File: config.mk
export PLATFORM = sky130hd
export DESIGN_NAME = i2ct_target
export DESIGN_NICKNAME = d
export VERILOG_FILES = /design/src/rtl/i2ct_pkg.sv /design/src/rtl/i2ct_bus_sync.sv /design/src/rtl/i2ct_engine.sv /design/src/rtl/i2ct_regs.sv /design/src/rtl/i2ct_target.sv
export SDC_FILE = /design/constraint.sdc
export NUM_CORES = 1
export LEC_CHECK = 0
export ABC_CLOCK_PERIOD_IN_PS = 2200
export BUFFER_PORTS_ARGS = -buffer_cell sky130_fd_sc_hd__buf_4
export CORE_ASPECT_RATIO = 0.5
export CORE_MARGIN = 2
export CORE_UTILIZATION = 48
export CTS_CLUSTER_SIZE = 25
export DETAILED_ROUTE_END_ITERATION = 10
export PLACE_DENSITY = 0.64
export SYNTH_ARGS = -nofsm -noshare
export SYNTH_HDL_FRONTEND = slang
export SYNTH_SLANG_ARGS = --single-unit
File: constraint.sdc
create_clock -name clk -period 2.2 [get_ports clk]
set_input_delay 0 -clock clk [delete_from_list [all_inputs] [get_ports clk]]
set_output_delay 0 -clock clk [all_outputs]
set_load 0.005 [all_outputs]
File: src/rtl/i2ct_pkg.sv
`timescale 1ns/1ps
package i2ct_pkg;
  localparam int DATA_W = 8;
  localparam int ADDR_W = 10;
  localparam int STAT_W = 5;
  localparam int RA_W   = 3;
  localparam int CNT_W  = $clog2(DATA_W) + 1;

  localparam int STAT_SAM  = 0;
  localparam int STAT_RD   = 1;
  localparam int STAT_RDRF = 2;
  localparam int STAT_STOP = 3;
  localparam int STAT_MNAK = 4;

  localparam logic [RA_W-1:0] REG_STAT   = 3'd0;
  localparam logic [RA_W-1:0] REG_CTRL   = 3'd1;
  localparam logic [RA_W-1:0] REG_DATA   = 3'd2;
  localparam logic [RA_W-1:0] REG_SLA_LO = 3'd3;
  localparam logic [RA_W-1:0] REG_SLA_HI = 3'd4;

  localparam logic [4:0] HDR_MARK = 5'b11110;

  typedef enum logic [2:0] {
    ST_IDLE, ST_RECV, ST_AWAIT, ST_ACK, ST_SEND, ST_MACK
  } eng_state_e;

  typedef enum logic [1:0] {PH_HDR, PH_LO, PH_DATA} phase_e;

  // header byte carries the fixed mark and the two upper address bits
  function automatic logic hdr_hit(logic [DATA_W-1:0] b, logic [1:0] hi);
    return (b[7:3] == HDR_MARK) && (b[2:1] == hi);
  endfunction

  // shift one sampled bit into a byte, MSB first
  function automatic logic [DATA_W-1:0] shift_in(logic [DATA_W-1:0] b, logic bit_i);
    return {b[DATA_W-2:0], bit_i};
  endfunction
endpackage

File: src/rtl/i2ct_bus_sync.sv
`timescale 1ns/1ps
module i2ct_bus_sync #(
  parameter int STAGES = 2
) (
  input  logic clk,
  input  logic rst_n,
  input  logic scl_i,
  input  logic sda_i,
  output logic scl_s,
  output logic sda_s,
  output logic scl_rise,
  output logic scl_fall,
  output logic bus_start,
  output logic bus_stop
);
  logic [STAGES-1:0] scl_pipe, sda_pipe;
  logic scl_p, sda_p;

  always_ff @(posedge clk or negedge rst_n) begin
    if (!rst_n) begin
      scl_pipe <= '1;
      sda_pipe <= '1;
      scl_p    <= 1'b1;
      sda_p    <= 1'b1;
    end else begin
      scl_pipe <= {scl_pipe[STAGES-2:0], scl_i};
      sda_pipe <= {sda_pipe[STAGES-2:0], sda_i};
      scl_p    <= scl_pipe[STAGES-1];
      sda_p    <= sda_pipe[STAGES-1];
    end
  end

  assign scl_s     = scl_pipe[STAGES-1];
  assign sda_s     = sda_pipe[STAGES-1];
  assign scl_rise  = scl_s & ~scl_p;
  assign scl_fall  = ~scl_s & scl_p;
  assign bus_start = scl_s & scl_p & sda_p & ~sda_s;
  assign bus_stop  = scl_s & scl_p & ~sda_p & sda_s;
endmodule

File: src/rtl/i2ct_engine.sv
`timescale 1ns/1ps
module i2ct_engine
  import i2ct_pkg::*;
(
  input  logic              clk,
  input  logic              rst_n,
  input  logic              scl_rise,
  input  logic              scl_fall,
  input  logic              bus_start,
  input  logic              bus_stop,
  input  logic              sda_s,
  input  logic [ADDR_W-1:0] sla,
  input  logic              nak_req,
  input  logic [DATA_W-1:0] tx_data,
  output logic              sda_drv,
  output logic              ev_addr_hit,
  output logic              ev_hit_rd,
  output logic              ev_rx_byte,
  output logic [DATA_W-1:0] rx_byte,
  output logic              ev_nak_used,
  output logic              ev_bus_end,
  output logic              ev_master_nak,
  output logic              eng_idle
);
  eng_state_e        state;
  phase_e            phase;
  logic [CNT_W-1:0]  cnt;
  logic [DATA_W-1:0] sh, nb;
  logic              sel, wmatch, ack_q, tx_next;
  logic              hit_w, hit_r, hit_lo;

  assign nb     = shift_in(sh, sda_s);
  assign hit_w  = (phase == PH_HDR) && hdr_hit(nb, sla[9:8]) && !nb[0];
  assign hit_r  = (phase == PH_HDR) && hdr_hit(nb, sla[9:8]) && nb[0] && wmatch;
  assign hit_lo = (phase == PH_LO) && (nb == sla[7:0]);
  assign eng_idle = (state == ST_IDLE);

  always_ff @(posedge clk or negedge rst_n) begin
    if (!rst_n) begin
      state <= ST_IDLE;  phase <= PH_HDR;  cnt <= '0;  sh <= '0;
      sel <= 1'b0;  wmatch <= 1'b0;  ack_q <= 1'b0;  tx_next <= 1'b0;
      sda_drv <= 1'b0;  rx_byte <= '0;
      ev_addr_hit <= 1'b0;  ev_hit_rd <= 1'b0;  ev_rx_byte <= 1'b0;
      ev_nak_used <= 1'b0;  ev_bus_end <= 1'b0;  ev_master_nak <= 1'b0;
    end else begin
      ev_addr_hit   <= 1'b0;
      ev_rx_byte    <= 1'b0;
      ev_nak_used   <= 1'b0;
      ev_bus_end    <= 1'b0;
      ev_master_nak <= 1'b0;
      if (bus_stop) begin
        ev_bus_end <= sel;
        sel <= 1'b0;  wmatch <= 1'b0;
        state <= ST_IDLE;  sda_drv <= 1'b0;
      end else if (bus_start) begin
        ev_bus_end <= sel;
        sel <= 1'b0;
        state <= ST_RECV;  phase <= PH_HDR;  cnt <= '0;  sda_drv <= 1'b0;
      end else begin
        unique case (state)
          ST_RECV: if (scl_rise) begin
            sh <= nb;
            if (cnt == CNT_W'(DATA_W - 1)) begin
              cnt <= '0;
              tx_next <= 1'b0;
              if (phase == PH_DATA) begin
                ev_rx_byte  <= 1'b1;
                rx_byte     <= nb;
                ack_q       <= ~nak_req;
                ev_nak_used <= nak_req;
                state       <= ST_AWAIT;
              end else if (hit_w) begin
                ack_q <= 1'b1;  phase <= PH_LO;  state <= ST_AWAIT;
              end else if (hit_r) begin
                ack_q <= 1'b1;  tx_next <= 1'b1;  sel <= 1'b1;
                ev_addr_hit <= 1'b1;  ev_hit_rd <= 1'b1;  state <= ST_AWAIT;
              end else if (hit_lo) begin
                ack_q <= 1'b1;  sel <= 1'b1;  wmatch <= 1'b1;  phase <= PH_DATA;
                ev_addr_hit <= 1'b1;  ev_hit_rd <= 1'b0;  state <= ST_AWAIT;
              end else begin
                state <= ST_IDLE;
              end
            end else begin
              cnt <= cnt + CNT_W'(1);
            end
          end
          ST_AWAIT: if (scl_fall) begin
            sda_drv <= ack_q;
            state   <= ST_ACK;
          end
          ST_ACK: if (scl_fall) begin
            cnt <= '0;
            if (tx_next) begin
              sh      <= tx_data;
              sda_drv <= ~tx_data[DATA_W-1];
              state   <= ST_SEND;
            end else begin
              sda_drv <= 1'b0;
              state   <= ST_RECV;
            end
          end
          ST_SEND: begin
            if (scl_rise) begin
              cnt <= cnt + CNT_W'(1);
            end else if (scl_fall) begin
              if (cnt == CNT_W'(DATA_W)) begin
                sda_drv <= 1'b0;
                state   <= ST_MACK;
              end else begin
                sh      <= shift_in(sh, 1'b0);
                sda_drv <= ~sh[DATA_W-2];
              end
            end
          end
          ST_MACK: if (scl_rise) begin
            if (sda_s) begin
              ev_master_nak <= 1'b1;
              state <= ST_IDLE;
            end else begin
              tx_next <= 1'b1;
              state   <= ST_ACK;
            end
          end
          default: ;
        endcase
      end
    end
  end
endmodule

File: src/rtl/i2ct_regs.sv
`timescale 1ns/1ps
module i2ct_regs
  import i2ct_pkg::*;
#(
  parameter logic [ADDR_W-1:0] RST_SLA = 10'h2A5
) (
  input  logic              clk,
  input  logic              rst_n,
  input  logic              reg_rd,
  input  logic              reg_wr,
  input  logic [RA_W-1:0]   reg_addr,
  input  logic [DATA_W-1:0] reg_wdata,
  input  logic              ev_addr_hit,
  input  logic              ev_hit_rd,
  input  logic              ev_rx_byte,
  input  logic [DATA_W-1:0] rx_byte,
  input  logic              ev_nak_used,
  input  logic              ev_bus_end,
  input  logic              ev_master_nak,
  output logic [DATA_W-1:0] reg_rdata,
  output logic [STAT_W-1:0] stat_q,
  output logic              nak_req,
  output logic [ADDR_W-1:0] sla,
  output logic [DATA_W-1:0] tx_data,
  output logic              irq
);
  logic [DATA_W-1:0] rx_data;
  logic rd_stat, rd_data;

  assign rd_stat = reg_rd && (reg_addr == REG_STAT);
  assign rd_data = reg_rd && (reg_addr == REG_DATA);

  always_ff @(posedge clk or negedge rst_n) begin
    if (!rst_n) begin
      stat_q  <= '0;
      rx_data <= '0;
      tx_data <= '0;
      nak_req <= 1'b0;
      sla     <= RST_SLA;
    end else begin
      // a setting event wins over a clearing read
      stat_q[STAT_SAM]  <= ev_addr_hit   | (stat_q[STAT_SAM]  & ~rd_stat);
      stat_q[STAT_RDRF] <= ev_rx_byte    | (stat_q[STAT_RDRF] & ~rd_data);
      stat_q[STAT_STOP] <= ev_bus_end    | (stat_q[STAT_STOP] & ~rd_stat);
      stat_q[STAT_MNAK] <= ev_master_nak | (stat_q[STAT_MNAK] & ~rd_stat);
      if (ev_addr_hit) stat_q[STAT_RD] <= ev_hit_rd;
      if (ev_rx_byte)  rx_data <= rx_byte;
      if (ev_nak_used) nak_req <= 1'b0;
      else if (reg_wr && reg_addr == REG_CTRL) nak_req <= reg_wdata[0];
      if (reg_wr && reg_addr == REG_DATA)   tx_data   <= reg_wdata;
      if (reg_wr && reg_addr == REG_SLA_LO) sla[7:0]  <= reg_wdata;
      if (reg_wr && reg_addr == REG_SLA_HI) sla[9:8]  <= reg_wdata[1:0];
    end
  end

  always_comb begin
    reg_rdata = '0;
    if (reg_rd) begin
      case (reg_addr)
        REG_STAT:   reg_rdata = {{(DATA_W-STAT_W){1'b0}}, stat_q};
        REG_CTRL:   reg_rdata = {{(DATA_W-1){1'b0}}, nak_req};
        REG_DATA:   reg_rdata = rx_data;
        REG_SLA_LO: reg_rdata = sla[7:0];
        REG_SLA_HI: reg_rdata = {{(DATA_W-2){1'b0}}, sla[9:8]};
        default:    reg_rdata = '0;
      endcase
    end
  end

  assign irq = stat_q[STAT_SAM] | stat_q[STAT_RDRF] | stat_q[STAT_STOP] | stat_q[STAT_MNAK];
endmodule

File: src/rtl/i2ct_target.sv
`timescale 1ns/1ps
module i2ct_target
  import i2ct_pkg::*;
#(
  parameter int                SYNC_STAGES = 2,
  parameter logic [ADDR_W-1:0] RST_SLA     = 10'h2A5
) (
  input  logic              clk,
  input  logic              rst_n,
  input  logic              scl_i,
  input  logic              sda_i,
  output logic              sda_oe,
  input  logic              reg_rd,
  input  logic              reg_wr,
  input  logic [RA_W-1:0]   reg_addr,
  input  logic [DATA_W-1:0] reg_wdata,
  output logic [DATA_W-1:0] reg_rdata,
  output logic              irq
);
  logic scl_s, sda_s, scl_rise, scl_fall, bus_start, bus_stop;
  logic ev_addr_hit, ev_hit_rd, ev_rx_byte, ev_nak_used, ev_bus_end, ev_master_nak;
  logic eng_idle, nak_req;
  logic [DATA_W-1:0] rx_byte, tx_data;
  logic [ADDR_W-1:0] sla;
  logic [STAT_W-1:0] stat_q;

  i2ct_bus_sync #(.STAGES(SYNC_STAGES)) u_sync (
    .clk(clk), .rst_n(rst_n), .scl_i(scl_i), .sda_i(sda_i),
    .scl_s(scl_s), .sda_s(sda_s), .scl_rise(scl_rise), .scl_fall(scl_fall),
    .bus_start(bus_start), .bus_stop(bus_stop)
  );

  i2ct_engine u_eng (
    .clk(clk), .rst_n(rst_n), .scl_rise(scl_rise), .scl_fall(scl_fall),
    .bus_start(bus_start), .bus_stop(bus_stop), .sda_s(sda_s), .sla(sla),
    .nak_req(nak_req), .tx_data(tx_data), .sda_drv(sda_oe),
    .ev_addr_hit(ev_addr_hit), .ev_hit_rd(ev_hit_rd), .ev_rx_byte(ev_rx_byte),
    .rx_byte(rx_byte), .ev_nak_used(ev_nak_used), .ev_bus_end(ev_bus_end),
    .ev_master_nak(ev_master_nak), .eng_idle(eng_idle)
  );

  i2ct_regs #(.RST_SLA(RST_SLA)) u_regs (
    .clk(clk), .rst_n(rst_n), .reg_rd(reg_rd), .reg_wr(reg_wr),
    .reg_addr(reg_addr), .reg_wdata(reg_wdata),
    .ev_addr_hit(ev_addr_hit), .ev_hit_rd(ev_hit_rd), .ev_rx_byte(ev_rx_byte),
    .rx_byte(rx_byte), .ev_nak_used(ev_nak_used), .ev_bus_end(ev_bus_end),
    .ev_master_nak(ev_master_nak), .reg_rdata(reg_rdata), .stat_q(stat_q),
    .nak_req(nak_req), .sla(sla), .tx_data(tx_data), .irq(irq)
  );
endmodule

==> run summary, run 1 <==
transition time at the pin with the least slew margin = 0.910 ns
H-tree levels = 3
number of enable flip-flop cells after synthesis = 0
worst skew pair latency = 0.35 ns
Hold Path Origin = reg_addr[2]
vias per std cell = 5.60
count of warnings emitted by yosys = 0
global placement routability congestion = 0.891
combined area of all synthesized cells = 0.00369 mm2
drt pass-1 iters = 4
origin of the worst setup path = u_sync.scl_pipe[1]
growth of design area from synthesis to finish = 20.5%
number of DRC violations after detailed routing = 0
share of synthesized area spent on multiplexers = 0.158
post-cts resize count = 0
number of nets with antenna violations after detailed routing = 0
post-layout net count = 400
Antenna Diode Count = 0
maximum count of clock buffers along a single path = 2
setup repair after global routing missed its margin = false
Final min period = 2.02 ns
async set-or-reset flop fraction in the synthesized netlist = 1.00
worst path arrival time = 2.25 ns
Unique masters post-synth = 55
Die Area = 0.00845 mm2
classification of the worst-slack hold path = in -> reg
root buffer cell = sky130_fd_sc_hd__clkbuf_16
xor/xnor cell area share of the yosys netlist = 0.0305
number of port buffers = 26
fraction of the mapped netlist area in compound gates = 0.0871
vias in the first global route = 2,739
clock slew at the register clock pins of the worst setup and hold paths = 0.06 ns
max-cap violation count = 0
critical register-to-register path startpoint = u_sync.scl_pipe[1]
CP max FO = 9
die extent in x = 128 um
number of violations reported at the end of detailed-routing iteration 0 = 179
Final Cycle Share = 0.917
simple-gate area share of the yosys netlist = 0.191
number of synthesized register bits = 73
nature of the critical path startpoint = flip-flop
power density cells = 871 mW/mm2
number of antenna violations at the first check in global routing = 0
largest net degree at the start of global routing = 74
overall overflow remaining after global route = 0
clock tree from TritonCTS = built
commonest non-fill, non-tap cells in the layout = sky130_fd_sc_hd__dfrtp_1, sky130_fd_sc_hd__mux2_2, sky130_fd_sc_hd__buf_4
I/O pins = 27
Max Slew Vio Count = 0
setup tns final = 0 ns
number of setup violations in the final report = 0
critical path class = reg -> reg
fraction of layout cells with a size suffix above 1 = 0.306
drt total wl = 8.52 mm
largest vdd supply drop = 0.497 mV
Final Instance Area = 0.00445 mm2
endpoints failing hold = 0
Core ar. = 0.00738 mm2
dominant synthesized flop cell = sky130_fd_sc_hd__dfrtp_1
Worst EP required = 2.43 ns
wire length of the first global-routing pass = 14.1 mm
DIE HEIGHT = 66.0 um
sequential cell area fraction in the yosys report = 0.499
CTS Buf Count = 9
Mapped Nets = 352
normalized max-slew margin = 0.393
Via Count = 2,699
run status = complete, no violations
GRT Resource Usage Total = 0.226
maximum clock frequency = 496 MHz
most common cell after layout, fill and taps aside = sky130_fd_sc_hd__dfrtp_1
mean cell area of the mapped netlist = 11.1 um2
estimated wirelength of the detail-placed design = 6.09 mm
Leak = 2.05 nW
worst setup skew after layout = 0.00968 ns
Site Rows = 22
starting density of the core = 0.500
CTS sink count = 73
adder-cell share of the synthesized area = 0.00678
Placement Cell Area = 0.00402 mm2
routed length per placed instance = 17.7 um
Mapped Cells = 333
main combinational cell family by area after synthesis = simple AND/OR/NAND/NOR gates
Critical Path Sink Type = flip-flop
logic make-up (layout without fill, tap and decap cells):
family | Yosys count | count (layout)
buf+inv | 21 | 74
xor+xnor | 12 | 12
mux | 53 | 53
simple gates | 122 | 122
flops | 73 | 73
fa+ha+maj | 2 | 2
compound gates | 50 | 50
area by class of cell:
| type | count | area (um2) |
|---|---|---|
| Timing Repair Buffer | 49 | 398 |
| Clock buffer | 12 | 256 |
| Fill cell | 633 | 2930 |
| Multi-Input combinational cell | 239 | 1750 |
| Clock inverter | 4 | 51.3 |
| Sequential cell | 73 | 1840 |
| Inverter | 9 | 33.8 |
| Tap cell | 96 | 120 |
power by group:
group | switching (mW) | internal, mW | total (mW) | leakage (nW)
Sequential | 0.220 | 1.53 | 1.75 | 0.941
Combinational | 0.300 | 0.321 | 0.620 | 0.964
Clock | 0.564 | 0.939 | 1.50 | 0.149
repair_timing:
| action | CTS | global route |
|---|---|---|
| setup buffers | 0 | 0 |
| hold buffers | 12 | 0 |
| hold endpoints to repair | 84 | 0 |
per-layer routing:
| layer | up-vias | routed length [um] | global-route usage |
|---|---|---|---|
| li1 | 1274 | - | - |
| met1 | 1352 | 4340 | 0.318 |
| met2 | 60 | 3680 | 0.338 |
| met3 | 13 | 413 | 0.0639 |
| met4 | 0 | 89 | 0.0742 |
| met5 | - | 0 | 0 |
cell usage after synthesis, types with 2 or more instances:
library cell                instances  area share
sky130_fd_sc_hd__a211oi_1           2      0.0041
sky130_fd_sc_hd__a21o_1             7       0.014
sky130_fd_sc_hd__a21oi_1           17       0.023
sky130_fd_sc_hd__a221oi_1           2      0.0047
sky130_fd_sc_hd__and2_1             5      0.0085
sky130_fd_sc_hd__and3_1             2      0.0034
sky130_fd_sc_hd__and3b_1            2      0.0047
sky130_fd_sc_hd__buf_2              2      0.0027
sky130_fd_sc_hd__buf_4              2      0.0041
sky130_fd_sc_hd__buf_6              2      0.0061
sky130_fd_sc_hd__clkbuf_1           5      0.0051
sky130_fd_sc_hd__dfrtp_1           62        0.42
sky130_fd_sc_hd__dfstp_2           11       0.078
sky130_fd_sc_hd__ha_1               2      0.0068
sky130_fd_sc_hd__inv_1              9      0.0092
sky130_fd_sc_hd__mux2_2            43        0.13
sky130_fd_sc_hd__mux2i_1           10       0.027
sky130_fd_sc_hd__nand2_1           30       0.031
sky130_fd_sc_hd__nand2b_1           5      0.0085
sky130_fd_sc_hd__nand3_1            9       0.012
sky130_fd_sc_hd__nand3b_1           5       0.010
sky130_fd_sc_hd__nand4_1            3      0.0051
sky130_fd_sc_hd__nand4b_1           2      0.0047
sky130_fd_sc_hd__nand4bb_1          2      0.0061
sky130_fd_sc_hd__nor2_1            29       0.029
sky130_fd_sc_hd__nor2b_1            5      0.0085
sky130_fd_sc_hd__nor3_1             3      0.0041
sky130_fd_sc_hd__nor3b_1            2      0.0041
sky130_fd_sc_hd__nor3b_2            2      0.0068
sky130_fd_sc_hd__nor4_1             5      0.0085
sky130_fd_sc_hd__nor4b_4            2       0.013
sky130_fd_sc_hd__o21ai_0           11       0.015
sky130_fd_sc_hd__or4_1              2      0.0041
sky130_fd_sc_hd__xnor2_1            8       0.019
sky130_fd_sc_hd__xor2_1             3      0.0071
worst max-delay path, cell delays in order, from the launching register on:
cell	delay, ns
sky130_fd_sc_hd__dfstp_2	0.59
sky130_fd_sc_hd__nand4bb_1	0.32
sky130_fd_sc_hd__nor4b_4	0.53
sky130_fd_sc_hd__nand2_2	0.11
sky130_fd_sc_hd__a221o_1	0.36
registers in the layout, summed over array words and instances (netlist names), 2 cells and up:
signal	count
u_eng.phase	2
u_eng.sh	7
u_regs.sla	10
u_sync.scl_pipe	2
u_regs.tx_data	8
u_eng.cnt	4
u_eng.state	3
u_regs.stat_q	5
u_eng.rx_byte	8
u_sync.sda_pipe	2
u_regs.rx_data	8
metrics by stage:
step / power [mW] / utilization / hold slack [ns] / cells / setup slack [ns]
floorplan: 2.13 / - / -0.296 / 333 / 0.365
global placement: 2.34 / 0.545 / 0.108 / 454 / 0.288
finish: 3.87 / 0.603 / 0.148 / 482 / 0.182
detailed placement: 2.38 / 0.545 / 0.111 / 454 / 0.179
global route: 4.06 / 0.603 / 0.176 / 482 / 0.0314
CTS: 3.90 / 0.603 / 0.137 / 482 / 0.183
worst paths after layout:
| kind | endpoint | slack, ns | depth (start not counted) |
|---|---|---|---|
| setup / recovery | u_eng.ev_hit_rd | 0.18 | 4 |
| hold / removal | u_regs.nak_req | 0.15 | 4 |
| setup reg to reg | u_eng.ev_hit_rd | 0.18 | 4 |
| hold reg to reg | u_sync.scl_pipe[1] | 0.35 | 0 |
| max in group asynchronous | u_regs.tx_data[7] | 1.27 | 2 |
| min in group asynchronous | u_eng.state[0] | 0.32 | 2 |
No activity file was read; power rests on OpenSTA's default activity.
==> run 2, diff against run 1 <==
--- a/config.mk
+++ b/config.mk
@@ -9,10 +9,11 @@
 export BUFFER_PORTS_ARGS = -buffer_cell sky130_fd_sc_hd__buf_4
 export CORE_ASPECT_RATIO = 0.5
 export CORE_MARGIN = 2
-export CORE_UTILIZATION = 48
+export CORE_UTILIZATION = 40
 export CTS_CLUSTER_SIZE = 25
 export DETAILED_ROUTE_END_ITERATION = 10
-export PLACE_DENSITY = 0.64
+export PLACE_DENSITY = 0.55
+export SLEW_MARGIN = 5
 export SYNTH_ARGS = -nofsm -noshare
 export SYNTH_HDL_FRONTEND = slang
 export SYNTH_SLANG_ARGS = --single-unit
==> run summary, run 2 (same netlist as run 1, synthesis figures left out) <==
drt pass-1 iters = 4
normalized max-slew margin = 0.373
Site Rows = 24
classification of the worst-slack hold path = in -> reg
starting density of the core = 0.418
largest vdd supply drop = 0.392 mV
Core ar. = 0.00883 mm2
Critical Path Sink Type = flip-flop
worst setup skew after layout = 0.0109 ns
routed length per placed instance = 17.3 um
DIE HEIGHT = 71.9 um
CP max FO = 8
transition time at the pin with the least slew margin = 0.940 ns
area occupied by multi-input gates = 0.00175 mm2
global placement routability congestion = 0.844
estimated wirelength of the detail-placed design = 6.34 mm
setup slack of the worst register-to-register path = 0.18 ns
sequential cell area = 0.00184 mm2
drt total wl = 8.70 mm
setup repair after global routing missed its margin = false
number of nets with antenna violations after detailed routing = 0
growth of design area from synthesis to finish = 20.7%
nature of the critical path startpoint = flip-flop
register ranked first by flip-flop count = u_regs.sla
Die Area = 0.0101 mm2
worst path arrival time = 2.27 ns
vias in the first global route = 2,619
number of port buffers = 26
critical path class = reg -> reg
largest net degree at the start of global routing = 74
number of DRC violations after detailed routing = 0
setup repair bufs after CTS = 0
worst skew pair latency = 0.34 ns
clock tree from TritonCTS = built
number of flip-flops under the largest register name = 10
critical register-to-register path startpoint = u_sync.scl_p
Worst EP required = 2.45 ns
CTS sink count = 73
root buffer cell = sky130_fd_sc_hd__clkbuf_16
Placement Cell Area = 0.00405 mm2
die extent in x = 140 um
maximum count of clock buffers along a single path = 2
GRT Resource Usage Total = 0.184
number of violations reported at the end of detailed-routing iteration 0 = 132
post-layout net count = 400
number of inserted filler cells in the final layout = 835
run status = complete, no violations
Final Instance Area = 0.00446 mm2
Leak = 2.04 nW
number of antenna violations at the first check in global routing = 0
Via Count = 2,682
most common cell after layout, fill and taps aside = sky130_fd_sc_hd__dfrtp_1
Final Cycle Share = 0.917
CTS Buf Count = 9
setup tns final = 0 ns
commonest non-fill, non-tap cells in the layout = sky130_fd_sc_hd__dfrtp_1, sky130_fd_sc_hd__mux2_2, sky130_fd_sc_hd__buf_4
I/O pins = 27
number of setup violations in the final report = 0
max-cap violation count = 0
worst min-delay path endpoint = u_regs.nak_req
power density cells = 849 mW/mm2
vias per std cell = 5.33
endpoints failing hold = 0
Antenna Diode Count = 0
Max Slew Vio Count = 0
WHS = 0.143 ns
wire length of the first global-routing pass = 14.1 mm
fraction of layout cells with a size suffix above 1 = 0.308
total power draw = 3.79 mW
H-tree levels = 3
clock slew at the register clock pins of the worst setup and hold paths = 0.06 ns
Final min period = 2.02 ns
maximum clock frequency = 496 MHz
cell depth of the worst hold path = 4
Hold Path Origin = reg_addr[2]
Crit Reg-Reg Endpoint = u_eng.cnt[3]
overall overflow remaining after global route = 0
Worst R2R Path Depth = 5
-- run 2: cell type report --
type                    count  area share
well taps                 117      0.0328
repair buffers             49      0.0893
flip-flops and latches     73       0.413
clock inverters             5     0.00870
multi-input cells         239       0.392
inverters                   9     0.00758
clock buffers              11      0.0567
-- run 2: power by group --
| part | switching, mW | internal (mW) |
|---|---|---|
| Sequential | 0.227 | 1.53 |
| Combinational | 0.300 | 0.319 |
| Clock | 0.581 | 0.828 |
-- run 2: through the flow --
step | instances | util | setup WS [ns]
after floorplan | 333 | - | 0.365
after global placement | 475 | 0.458 | 0.296
after detailed placement | 475 | 0.458 | 0.225
after CTS | 503 | 0.505 | 0.211
after global routing | 503 | 0.505 | 0.0604
final | 503 | 0.505 | 0.182
-- run 2: worst max-delay path by stage --
stage                  startpoint      endpoint  slack [ns]  depth (start not counted)
2_1_floorplan  u_sync.sda_pipe[1]   u_eng.sh[0]        0.36                          7
3_3_place_gp         u_sync.scl_p  u_eng.cnt[3]        0.30                          5
3_5_place_dp         u_eng.cnt[0]  u_eng.cnt[3]        0.22                          6
5_1_grt              u_eng.cnt[0]  u_eng.cnt[3]        0.06                          6
4_1_cts              u_eng.cnt[0]  u_eng.cnt[3]        0.21                          6
6_report             u_sync.scl_p  u_eng.cnt[3]        0.18                          5
-- run 2: repair_timing --
item | CTS | global route
hold buffers | 12 | 0
gates resized for setup | 0 | 0
endpoints found under the hold margin | 84 | 0
-- run 2: worst max-delay path, stage by stage, from the launching register on --
cell and delay [ns]:
sky130_fd_sc_hd__dfstp_2 0.59, sky130_fd_sc_hd__nor2b_1 0.33, sky130_fd_sc_hd__a22oi_2 0.19, sky130_fd_sc_hd__or2_1 0.29, sky130_fd_sc_hd__or3_1 0.36, sky130_fd_sc_hd__a21oi_1 0.17
-- run 2: per-layer routing --
layer  routed length [um]  vias to the layer above  global-route usage
li1                     -                     1281                   -
met1                 4530                     1357               0.267
met2                 3800                       38               0.272
met3                  302                        6              0.0554
met4                   69                        0              0.0489
met5                    0                        -                   0
==> run 3, diff against run 2 <==
--- a/config.mk
+++ b/config.mk
@@ -6,12 +6,13 @@
 export NUM_CORES = 1
 export LEC_CHECK = 0
 export ABC_CLOCK_PERIOD_IN_PS = 2200
-export BUFFER_PORTS_ARGS = -buffer_cell sky130_fd_sc_hd__buf_4
-export CORE_ASPECT_RATIO = 0.5
+export BUFFER_PORTS_ARGS = -buffer_cell sky130_fd_sc_hd__buf_2
+export CORE_ASPECT_RATIO = 1.5
 export CORE_MARGIN = 2
 export CORE_UTILIZATION = 40
 export CTS_CLUSTER_SIZE = 25
 export DETAILED_ROUTE_END_ITERATION = 10
+export GPL_TIMING_DRIVEN = 0
 export PLACE_DENSITY = 0.55
 export SLEW_MARGIN = 5
 export SYNTH_ARGS = -nofsm -noshare
==> run summary, run 3 (same netlist as run 1, synthesis figures left out) <==
run status = complete, no violations
critical path class = reg -> reg
largest vdd supply drop = 0.524 mV
Critical Path Sink Type = flip-flop
Crit Reg-Reg Endpoint = u_eng.ev_hit_rd
max-cap violation count = 0
Final Cycle Share = 0.960
Worst R2R Path Depth = 6
Final Instance Area = 0.00444 mm2
origin of the worst setup path = u_sync.sda_pipe[1]
number of setup violations in the final report = 0
Max Slew Vio Count = 0
normalized max-slew margin = 0.471
global placement routability congestion = 0.782
Die Area = 0.0100 mm2
sequential cell area = 0.00184 mm2
drt pass-1 iters = 4
overall overflow remaining after global route = 0
drt total wl = 8.43 mm
number of DRC violations after detailed routing = 0
root buffer cell = sky130_fd_sc_hd__clkbuf_16
number of violations reported at the end of detailed-routing iteration 0 = 131
total power draw = 3.88 mW
die extent in x = 82.4 um
number of antenna violations at the first check in global routing = 0
most common cell after layout, fill and taps aside = sky130_fd_sc_hd__dfrtp_1
power density cells = 874 mW/mm2
largest net degree at the start of global routing = 48
clock slew at the register clock pins of the worst setup and hold paths = 0.06 ns
Final Non-Filler Cells = 497
number of nets with antenna violations after detailed routing = 0
transition time at the pin with the least slew margin = 0.790 ns
maximum count of clock buffers along a single path = 2
routed length per placed instance = 17.0 um
wire length of the first global-routing pass = 14.0 mm
vias in the first global route = 2,801
GRT Resource Usage Total = 0.188
clock tree from TritonCTS = built
number of inserted filler cells in the final layout = 827
starting density of the core = 0.416
worst path arrival time = 2.32 ns
DIE HEIGHT = 122 um
CP Capture Point = u_eng.ev_hit_rd
fraction of layout cells with a size suffix above 1 = 0.302
I/O pins = 27
setup tns final = 0 ns
setup slack of the worst register-to-register path = 0.09 ns
commonest non-fill, non-tap cells in the layout = sky130_fd_sc_hd__dfrtp_1, sky130_fd_sc_hd__mux2_2, sky130_fd_sc_hd__nand2_1
CP max FO = 9
Cell Count Post-Placement = 468
growth of design area from synthesis to finish = 20.2%
register ranked first by flip-flop count = u_regs.sla
number of flip-flops under the largest register name = 10
worst skew pair latency = 0.33 ns
nature of the critical path startpoint = flip-flop
vias per std cell = 5.37
CTS Buf Count = 9
critical register-to-register path startpoint = u_sync.sda_pipe[1]
Leak = 2.06 nW
estimated wirelength of the detail-placed design = 6.16 mm
classification of the worst-slack hold path = in -> reg
Antenna Diode Count = 0
post-layout net count = 401
Placement Cell Area = 0.00398 mm2
H-tree levels = 3
Core ar. = 0.00888 mm2
worst setup skew after layout = 0.00424 ns
Via Count = 2,667
number of port buffers = 24
endpoints failing hold = 0
maximum clock frequency = 474 MHz
Site Rows = 42
CTS sink count = 73
Worst EP required = 2.41 ns
Final min period = 2.11 ns
area occupied by multi-input gates = 0.00176 mm2
-- run 3: cell count changes in the layout (fill, tap and decap cells not counted), moves of 2 or more --
cell,before,now
sky130_fd_sc_hd__buf_4,37,6
sky130_fd_sc_hd__buf_2,0,25
sky130_fd_sc_hd__clkbuf_1,0,5
sky130_fd_sc_hd__clkinv_2,0,3
sky130_fd_sc_hd__clkinvlp_4,4,1
sky130_fd_sc_hd__buf_6,0,2
sky130_fd_sc_hd__bufinv_16,0,2
sky130_fd_sc_hd__clkbuf_8,2,0
-- run 3: where the power goes --
| part | switching [mW] | total (mW) | internal, mW |
|---|---|---|---|
| combinational | 0.293 | 0.607 | 0.315 |
| clock | 0.534 | 1.52 | 0.986 |
| sequential | 0.220 | 1.75 | 1.53 |
| total | 1.05 | 3.88 | 2.83 |
-- run 3: how the worst min path moves through the flow --
stage                     start                  to  cells after the start
floorplan                 rst_n         u_eng.ack_q                      0
global placement          scl_i  u_sync.scl_pipe[0]                      1
detailed placement        rst_n      u_eng.state[0]                      1
CTS                 reg_addr[1]    u_regs.stat_q[2]                      3
global route        reg_addr[1]    u_regs.stat_q[2]                      3
finish              reg_addr[1]    u_regs.stat_q[2]                      3
-- run 3: timing repair --
item / in CTS / in global routing
endpoints found under the setup margin: 9 / 9
setup buffers: 1 / 2
pin swaps: 1 / 1
hold buffers: 11 / 0
resized for setup: 1 / 2
endpoints found under the hold margin: 89 / 0
-- run 3: cell type report --
cell class / count / share of cell area
plain buffers: 11 / 0.0149
clock buffers: 10 / 0.0516
clock inverters: 6 / 0.0186
inverters: 9 / 0.00761
multi-input cells: 239 / 0.398
flip-flops and latches: 73 / 0.415
well taps: 110 / 0.0310
repair buffers: 39 / 0.0637
-- run 3: through the flow --
step           setup slack (ns)   util  hold WS, ns
3_3_place_gp            -0.0744  0.445        0.106
4_1_cts                  0.0198  0.497       0.0151
3_5_place_dp            -0.0923  0.448      -0.0557
2_1_floorplan             0.365      -       -0.296
6_report                 0.0891  0.500       0.0187
5_1_grt                -0.00252  0.500       0.0426
-- run 3: per-layer routing --
metal,wire (um),track usage,up-vias
met5,0,0,-
met3,231,0.0326,21
met2,4300,0.317,54
li1,-,-,1284
met4,279,0.108,0
met1,3620,0.220,1308
-- run 3: worst max-delay path: stages (launching register included) --
cell and delay (ns):
sky130_fd_sc_hd__dfstp_2 0.52, sky130_fd_sc_hd__buf_2 0.21, sky130_fd_sc_hd__xnor2_1 0.20, sky130_fd_sc_hd__nand4_1 0.28
sky130_fd_sc_hd__nor3_4 0.31, sky130_fd_sc_hd__nand2_2 0.11, sky130_fd_sc_hd__a221o_1 0.36
